`config.mk`:
```
export PLATFORM = sky130hd
export DESIGN_NAME = pad_irq_router
export DESIGN_NICKNAME = d
export VERILOG_FILES = /design/src/rtl/pirq_pkg.sv /design/src/rtl/pirq_sync.sv /design/src/rtl/pirq_regs.sv /design/src/rtl/pirq_channel.sv /design/src/rtl/pad_irq_router.sv
export SDC_FILE = /design/constraint.sdc
export NUM_CORES = 1
export LEC_CHECK = 0
export ABC_CLOCK_PERIOD_IN_PS = 11100
export BUFFER_PORTS_ARGS = -buffer_cell sky130_fd_sc_hd__buf_4
export CAP_MARGIN = 10
export CORE_ASPECT_RATIO = 0.6
export CORE_MARGIN = 2
export CORE_UTILIZATION = 61
export DETAILED_ROUTE_END_ITERATION = 8
export PLACE_DENSITY_LB_ADDON = 0.2
export SLEW_MARGIN = 20
export SYNTH_ARGS = -nofsm -noshare
export SYNTH_HDL_FRONTEND = slang
export SYNTH_HIERARCHICAL = 1
export SYNTH_SLANG_ARGS = --single-unit
export TNS_END_PERCENT = 30
```
`constraint.sdc`:
```
create_clock -name clk -period 11.1 [get_ports clk]
set_input_delay 1.665 -clock clk [delete_from_list [all_inputs] [get_ports clk]]
set_output_delay 1.665 -clock clk [all_outputs]
set_load 0.02 [all_outputs]
```
`src/rtl/pirq_pkg.sv`:
```
package pirq_pkg;
  localparam int CH_N        = 8;
  localparam int SEL_W       = 8;
  localparam int DATA_W      = 32;
  localparam int ADDR_W      = 4;
  localparam int WORDS       = 4;
  localparam int SEL_PER_WRD = DATA_W / SEL_W;

  localparam int WI_TRIG   = 0;
  localparam int WI_SEL_LO = 1;
  localparam int WI_SEL_HI = 2;
  localparam int WI_FILT   = 3;

  localparam int EDGE_BASE = 0;
  localparam int BOTH_BASE = 8;
  localparam int INV_BASE  = 16;
  localparam int EN_BIT    = 31;

  typedef struct packed {
    logic [SEL_W-1:0] sel;
    logic             edge_en;
    logic             both;
    logic             inv;
  } ch_cfg_t;
endpackage

```
`src/rtl/pirq_sync.sv`:
```
module pirq_sync #(
  parameter int STAGES = 2
) (
  input  logic clk,
  input  logic rst_n,
  input  logic d,
  output logic q
);
  logic [STAGES-1:0] pipe_q, pipe_d;

  always_comb begin
    pipe_d = {pipe_q[STAGES-2:0], d};
  end

  always_ff @(posedge clk or negedge rst_n) begin
    if (!rst_n) pipe_q <= '0;
    else        pipe_q <= pipe_d;
  end

  assign q = pipe_q[STAGES-1];
endmodule

```
`src/rtl/pirq_regs.sv`:
```
module pirq_regs
  import pirq_pkg::*;
(
  input  logic                         clk,
  input  logic                         rst_n,
  input  logic [ADDR_W-1:0]            addr,
  input  logic [DATA_W-1:0]            wdata,
  input  logic                         we,
  output logic [WORDS-1:0][DATA_W-1:0] word_q,
  output logic [DATA_W-1:0]            rdata
);
  logic [WORDS-1:0] hit;
  logic [WORDS-1:0] wr_en;

  for (genvar w = 0; w < WORDS; w++) begin : g_word
    logic [DATA_W-1:0] word_d;

    always_comb begin
      hit[w]   = (addr == ADDR_W'(w * 4));
      wr_en[w] = we & hit[w];
      word_d   = wr_en[w] ? wdata : word_q[w];
    end

    always_ff @(posedge clk or negedge rst_n) begin
      if (!rst_n) word_q[w] <= '0;
      else        word_q[w] <= word_d;
    end
  end

  always_comb begin
    rdata = '0;
    for (int w = 0; w < WORDS; w++) begin
      if (hit[w]) rdata = word_q[w];
    end
  end
endmodule

```
`src/rtl/pirq_channel.sv`:
```
module pirq_channel
  import pirq_pkg::*;
#(
  parameter int NUM_PADS = 200,
  parameter int SETTLE   = 2
) (
  input  logic                clk,
  input  logic                rst_n,
  input  logic [NUM_PADS-1:0] pad_in,
  input  ch_cfg_t             cfg,
  input  logic                glob_en,
  output logic                irq
);
  localparam int CNT_W = $clog2(SETTLE + 1);

  logic       in_range, src, sync_lvl, cond, hit, req;
  logic       cfg_chg, quiet;
  logic       prev_q, prev_d;
  ch_cfg_t    cfg_q, cfg_d;
  logic [CNT_W-1:0] settle_q, settle_d;

  always_comb begin
    in_range = (int'(cfg.sel) < NUM_PADS);
    src      = in_range ? pad_in[cfg.sel] : 1'b0;
  end

  pirq_sync #(.STAGES(2)) u_sync (
    .clk   (clk),
    .rst_n (rst_n),
    .d     (src),
    .q     (sync_lvl)
  );

  always_comb begin
    cond     = sync_lvl ^ (cfg.inv & ~cfg.both);
    cfg_chg  = (cfg != cfg_q);
    quiet    = cfg_chg | (settle_q != '0);
    hit      = cfg.both ? (cond ^ prev_q) : (cond & ~prev_q);
    req      = (cfg.edge_en | cfg.both) ? hit : cond;
    irq      = glob_en & ~quiet & req;
    prev_d   = cond;
    cfg_d    = cfg;
    if (cfg_chg)               settle_d = CNT_W'(SETTLE);
    else if (settle_q != '0)   settle_d = settle_q - 1'b1;
    else                       settle_d = settle_q;
  end

  always_ff @(posedge clk or negedge rst_n) begin
    if (!rst_n) begin
      prev_q   <= 1'b0;
      cfg_q    <= '0;
      settle_q <= '0;
    end else begin
      prev_q   <= prev_d;
      cfg_q    <= cfg_d;
      settle_q <= settle_d;
    end
  end
endmodule

```
`src/rtl/pad_irq_router.sv`:
```
module pad_irq_router
  import pirq_pkg::*;
#(
  parameter int NUM_PADS = 200
) (
  input  logic                clk,
  input  logic                rst_n,
  input  logic [NUM_PADS-1:0] pad_in,
  input  logic [ADDR_W-1:0]   reg_addr,
  input  logic [DATA_W-1:0]   reg_wdata,
  input  logic                reg_we,
  output logic [DATA_W-1:0]   reg_rdata,
  output logic [CH_N-1:0]     irq_out
);
  logic rst_meta_q, rst_sync_n;

  always_ff @(posedge clk or negedge rst_n) begin
    if (!rst_n) begin
      rst_meta_q <= 1'b0;
      rst_sync_n <= 1'b0;
    end else begin
      rst_meta_q <= 1'b1;
      rst_sync_n <= rst_meta_q;
    end
  end

  logic [WORDS-1:0][DATA_W-1:0] word_w;
  logic [DATA_W-1:0] trig_w, sel_lo_w, sel_hi_w;

  pirq_regs u_regs (
    .clk    (clk),
    .rst_n  (rst_sync_n),
    .addr   (reg_addr),
    .wdata  (reg_wdata),
    .we     (reg_we),
    .word_q (word_w),
    .rdata  (reg_rdata)
  );

  assign trig_w   = word_w[WI_TRIG];
  assign sel_lo_w = word_w[WI_SEL_LO];
  assign sel_hi_w = word_w[WI_SEL_HI];

  for (genvar ch = 0; ch < CH_N; ch++) begin : g_ch
    localparam int SRC_WORD = WI_SEL_LO + ch / SEL_PER_WRD;
    localparam int SRC_LSB  = (ch % SEL_PER_WRD) * SEL_W;
    ch_cfg_t cfg;

    always_comb begin
      cfg.sel     = word_w[SRC_WORD][SRC_LSB +: SEL_W];
      cfg.edge_en = trig_w[EDGE_BASE + ch];
      cfg.both    = trig_w[BOTH_BASE + ch];
      cfg.inv     = trig_w[INV_BASE + ch];
    end

    pirq_channel #(.NUM_PADS(NUM_PADS)) u_chan (
      .clk     (clk),
      .rst_n   (rst_sync_n),
      .pad_in  (pad_in),
      .cfg     (cfg),
      .glob_en (trig_w[EN_BIT]),
      .irq     (irq_out[ch])
    );
  end
endmodule

```
==> summary by stage <==
Worst setup path
The worst setup path is captured at an output pin. The maximum fanout encountered on the critical timing path is 36. The required time at the endpoint of the critical path is 9.44 ns.

Data on the critical path arrives at its endpoint at 3.20 ns. STA classifies the critical path startpoint as an input pin. The classification of the worst setup path is input pin to output pin.

Floorplanning
For this configuration, the core starts out at a cell density of 61.49%. The die covers 43700 µm². The core footprint is 41660 µm². The floorplan step set the die width to 268.5 µm.

The die is 162.7 µm tall. The top-level port count is 279. The floorplan row count is 58.

Logic synthesis
The fraction of synthesis flops using an asynchronous set or reset pin is 100.0%. A synthesized cell averages 12.29 µm². Yosys attributes the largest share of cell area to sky130_fd_sc_hd__dfrtp_1 25%, sky130_fd_sc_hd__mux4_2 16%, sky130_fd_sc_hd__mux2i_1 16%.

The portion of synthesized area spent on multiplexers is 47.89%. The sequential-to-total area share from yosys stat is 25.21%. In the synthesized netlist the dominant register cell turns out to be sky130_fd_sc_hd__dfrtp_1. After synthesis, the largest family of logic cells by area is multiplexers. Of all cell types, the one taking the most synthesized area is sky130_fd_sc_hd__dfrtp_1. The area fraction of the dominant cell type after synthesis is 25.21%. Summing every instance area after synthesis gives 25610 µm². The synthesized netlist devotes 6.414% of its cell area to simple gates.

Yosys printed 6 warnings. Synthesis inferred 258 register bits. The count of flip-flops with a built-in enable after synthesis is 0. The instance count of the mapped netlist is 2085.

The count of different cell masters after synthesis is 63. The adder and majority gate portion of the synthesized area is 0.7816%. The net count after synthesis is 2340. Summing the areas of all xor and xnor instances in the mapped netlist gives 3.556% of the synthesized area. The area fraction in compound gates after synthesis is 9.999%.

Clocking
The clock network latency to the later pin of the worst-skew pair is 0.53 ns. Clock-pin slew was measured on the worst setup and hold paths at 0.08 ns. The cell at the root of the clock tree is sky130_fd_sc_hd__clkbuf_16.

The number of buffers inserted by hold repair at cts is 0. The clock buffer count from CTS is 20. CTS built an H-tree with a depth of 1.

The maximum clock path buffer count is 3. Post-CTS timing repair inserted 0 buffers for setup. The clock sink count is 258. After clock tree synthesis, the repair step resized 0 gates. The TritonCTS clock tree is yes.

Drt
The overall routed net length is 109500 µm. The first TritonRoute pass finished after 8 iterations. The detail-routed via count per cell is 8.047.

The via count is 23030. After detailed routing, the number of remaining DRC violations is 0. The count of nets left with antenna violations once routing finished came out at 0. The detailed router finished its first iteration with 4676 violations. The average wire per cell in the routed design is 38.26 µm.

Cells and area
In the final layout, the multi-input gates occupy 17630 µm². Registers take 6490 µm². The layout-stage area growth over the synthesis result is 10.22%. In the final layout, the share of cells above drive strength 1 is 33.07%. The number of fill cells in the layout is 3065.

The total number of nets in the final design is 2525. The most common cell after layout, fill and taps aside is sky130_fd_sc_hd__mux2i_1. In the layout the commonest cells are 401 x sky130_fd_sc_hd__mux2i_1, 332 x sky130_fd_sc_hd__buf_4, 249 x sky130_fd_sc_hd__dfrtp_1.

STA
Setup total negative slack on the finished layout was measured at 0 ns. Setup violations remaining at the end of the flow were counted as 0. Dividing the final minimum period by the clock period gives 43.85%. The worst slew margin relative to its limit is 13.70%. Setup repair after global routing left no endpoint under its margin. The total count of max-transition violations in the final report was 0.

Hold timing on the final database bottoms out at a slack of 0.2308 ns. Derived from the worst setup path, the maximum achievable clock frequency is 205.5 MHz. At the pin with the least slew margin, the transition time is 1.289 ns.

The worst clock skew is 0.02526 ns. The minimum clock period after layout is 4.867 ns. The count of final hold-check violations was 0.

Power
Dividing total power by cell area gives a power density of 185.9 nW/µm². In this run the power spent charging and discharging nets is 0.002442 W. Combinational logic burns 56.3% of the power.

The portion of total power attributed to the clock network is 14.1%. IR analysis of the VDD net gives a maximum drop of 0.1940 mV. The leakage power is 11.88 nW. Of the total power, registers draw 29.6%. Net switching is 46.52% of the power.

The internal portion of the total power is 0.002807 W.

Global route
The first global-routing pass estimated 153900 µm of wire. The number of antenna violations at the first check in global routing is 14. The number of global-route vias before repair is 21856. The overall overflow remaining after global route is 0. In the global route stage, overall resource usage came out at 49.35%. The largest net degree at the start of global routing is 180.

Status
The run finished with clean final reports.

Placed design
The routability-driven placement congestion ratio is 1.034. In this run the tool buffered the top-level ports with 278 buffer cells. Detailed placement finished with a half-perimeter wire length of 77460 µm.

Run
Max-cap violations in this run came to 0.

Min path
The min-delay analysis places its worst path in the category flop to asynchronous set/reset pin.
## critical path, cell delays in order
cell and delay, ns:
sky130_fd_sc_hd__buf_4 0.56, sky130_fd_sc_hd__mux4_2 0.61, sky130_fd_sc_hd__and2_1 0.19, sky130_fd_sc_hd__buf_4 0.16
## sequential cells by signal, indices dropped and copies added (netlist names)
register	flops
u_regs/word_q	128
g_ch.u_chan/settle_q	16
g_ch.u_chan/u_sync/pipe_q	16
g_ch.u_chan/cfg_q	88
rst_meta_q	1
g_ch.u_chan/prev_q	8
rst_sync_n	1
## logic make-up after synthesis
family                   Yosys count
AO/OA/AOI/OAI                    350
XOR/XNOR                         104
adder cells (fa/ha/maj)           16
buffers and inverters            220
flip-flops                       258
multiplexers                     823
other                              1
AND/OR/NAND/NOR                  313
## final timing paths
path / start / endpoint / slack, ns / depth (start not counted)
max in group asynchronous: rst_sync_n$_DFF_PN0_ / u_regs/word_q[72]$_DFFE_PN0P_ / 9.20 / 2
worst max-delay path: reg_addr[2] / reg_rdata[14] / 6.23 / 4
worst min register to register: rst_sync_n$_DFF_PN0_ / u_regs/word_q[26]$_DFFE_PN0P_ / 0.23 / 0
worst max register to register: u_regs/word_q[40]$_DFFE_PN0P_ / g_ch[1].u_chan/u_sync/pipe_q[0]$_DFF_PN0_ / 6.93 / 7
min in group clk: g_ch[4].u_chan/u_sync/pipe_q[0]$_DFF_PN0_ / g_ch[4].u_chan/u_sync/pipe_q[1]$_DFF_PN0_ / 0.34 / 0
worst min-delay path: rst_sync_n$_DFF_PN0_ / u_regs/word_q[26]$_DFFE_PN0P_ / 0.23 / 0
## power by group through the flow
stage	Sequential (W)	Combinational [W]	Clock, W
finish	0.00155	0.00295	0.000743
global route	0.00156	0.00298	0.000786
CTS	0.00153	0.00277	0.000744
detailed placement	0.00154	0.00275	0
global placement	0.00153	0.00269	0
floorplan	0.00134	0.00202	0
## metrics by stage
stage / cell area, µm² / utilization [%] / total power [W] / instances / setup WS, ns
2_1_floorplan: 25610 / - / 0.003361 / 2085 / 3.378
3_5_place_dp: 27530 / 66.08 / 0.004298 / 2817 / 6.254
4_1_cts: 28180 / 67.64 / 0.005045 / 2852 / 6.207
6_report: 28230 / 67.78 / 0.005248 / 2862 / 6.233
5_1_grt: 28230 / 67.77 / 0.005331 / 2861 / 6.139
3_3_place_gp: 27530 / 66.08 / 0.004224 / 2817 / 6.302
## layer usage
metal / GRT usage (%) / part of all wire (%) / wire [µm]
met1: 68.26 / 37 / 40620
met2: 65.62 / 39 / 42880
met3: 24.28 / 18 / 19700
met4: 18.86 / 5.4 / 5951
met5: 6.081 / 0.32 / 349
## Yosys cell counts, drive strengths merged, types with 3 or more instances
master,instances
or2,15
nor4,23
nand4,9
o22ai,14
o221ai,7
a21o,7
xnor2,8
a32oi,7
dfrtp,258
a22oi,121
mux4,278
nand2b,24
ha,16
o211ai,3
mux2i,401
a221oi,17
nand2,79
nor2b,24
and2,47
clkbuf,36
a2111oi,8
nor3,9
buf,135
a311oi,3
a31oi,18
nand3,46
nor2,34
a211oi,23
inv,48
o41a,7
xor2,96
mux2,144
a21oi,70
o21ai,38
## area by class of cell
| cell class | instances | area share [%] |
|---|---|---|
| multi-input cells | 1607 | 62.46 |
| flip-flops and latches | 258 | 22.99 |
| repair buffers | 334 | 8.997 |
| well taps | 570 | 2.526 |
| clock buffers | 27 | 2.008 |
| inverters | 49 | 0.6515 |
| clock inverters | 8 | 0.2925 |
| diodes | 9 | 0.07977 |
Power figures use the tool's default switching activity.
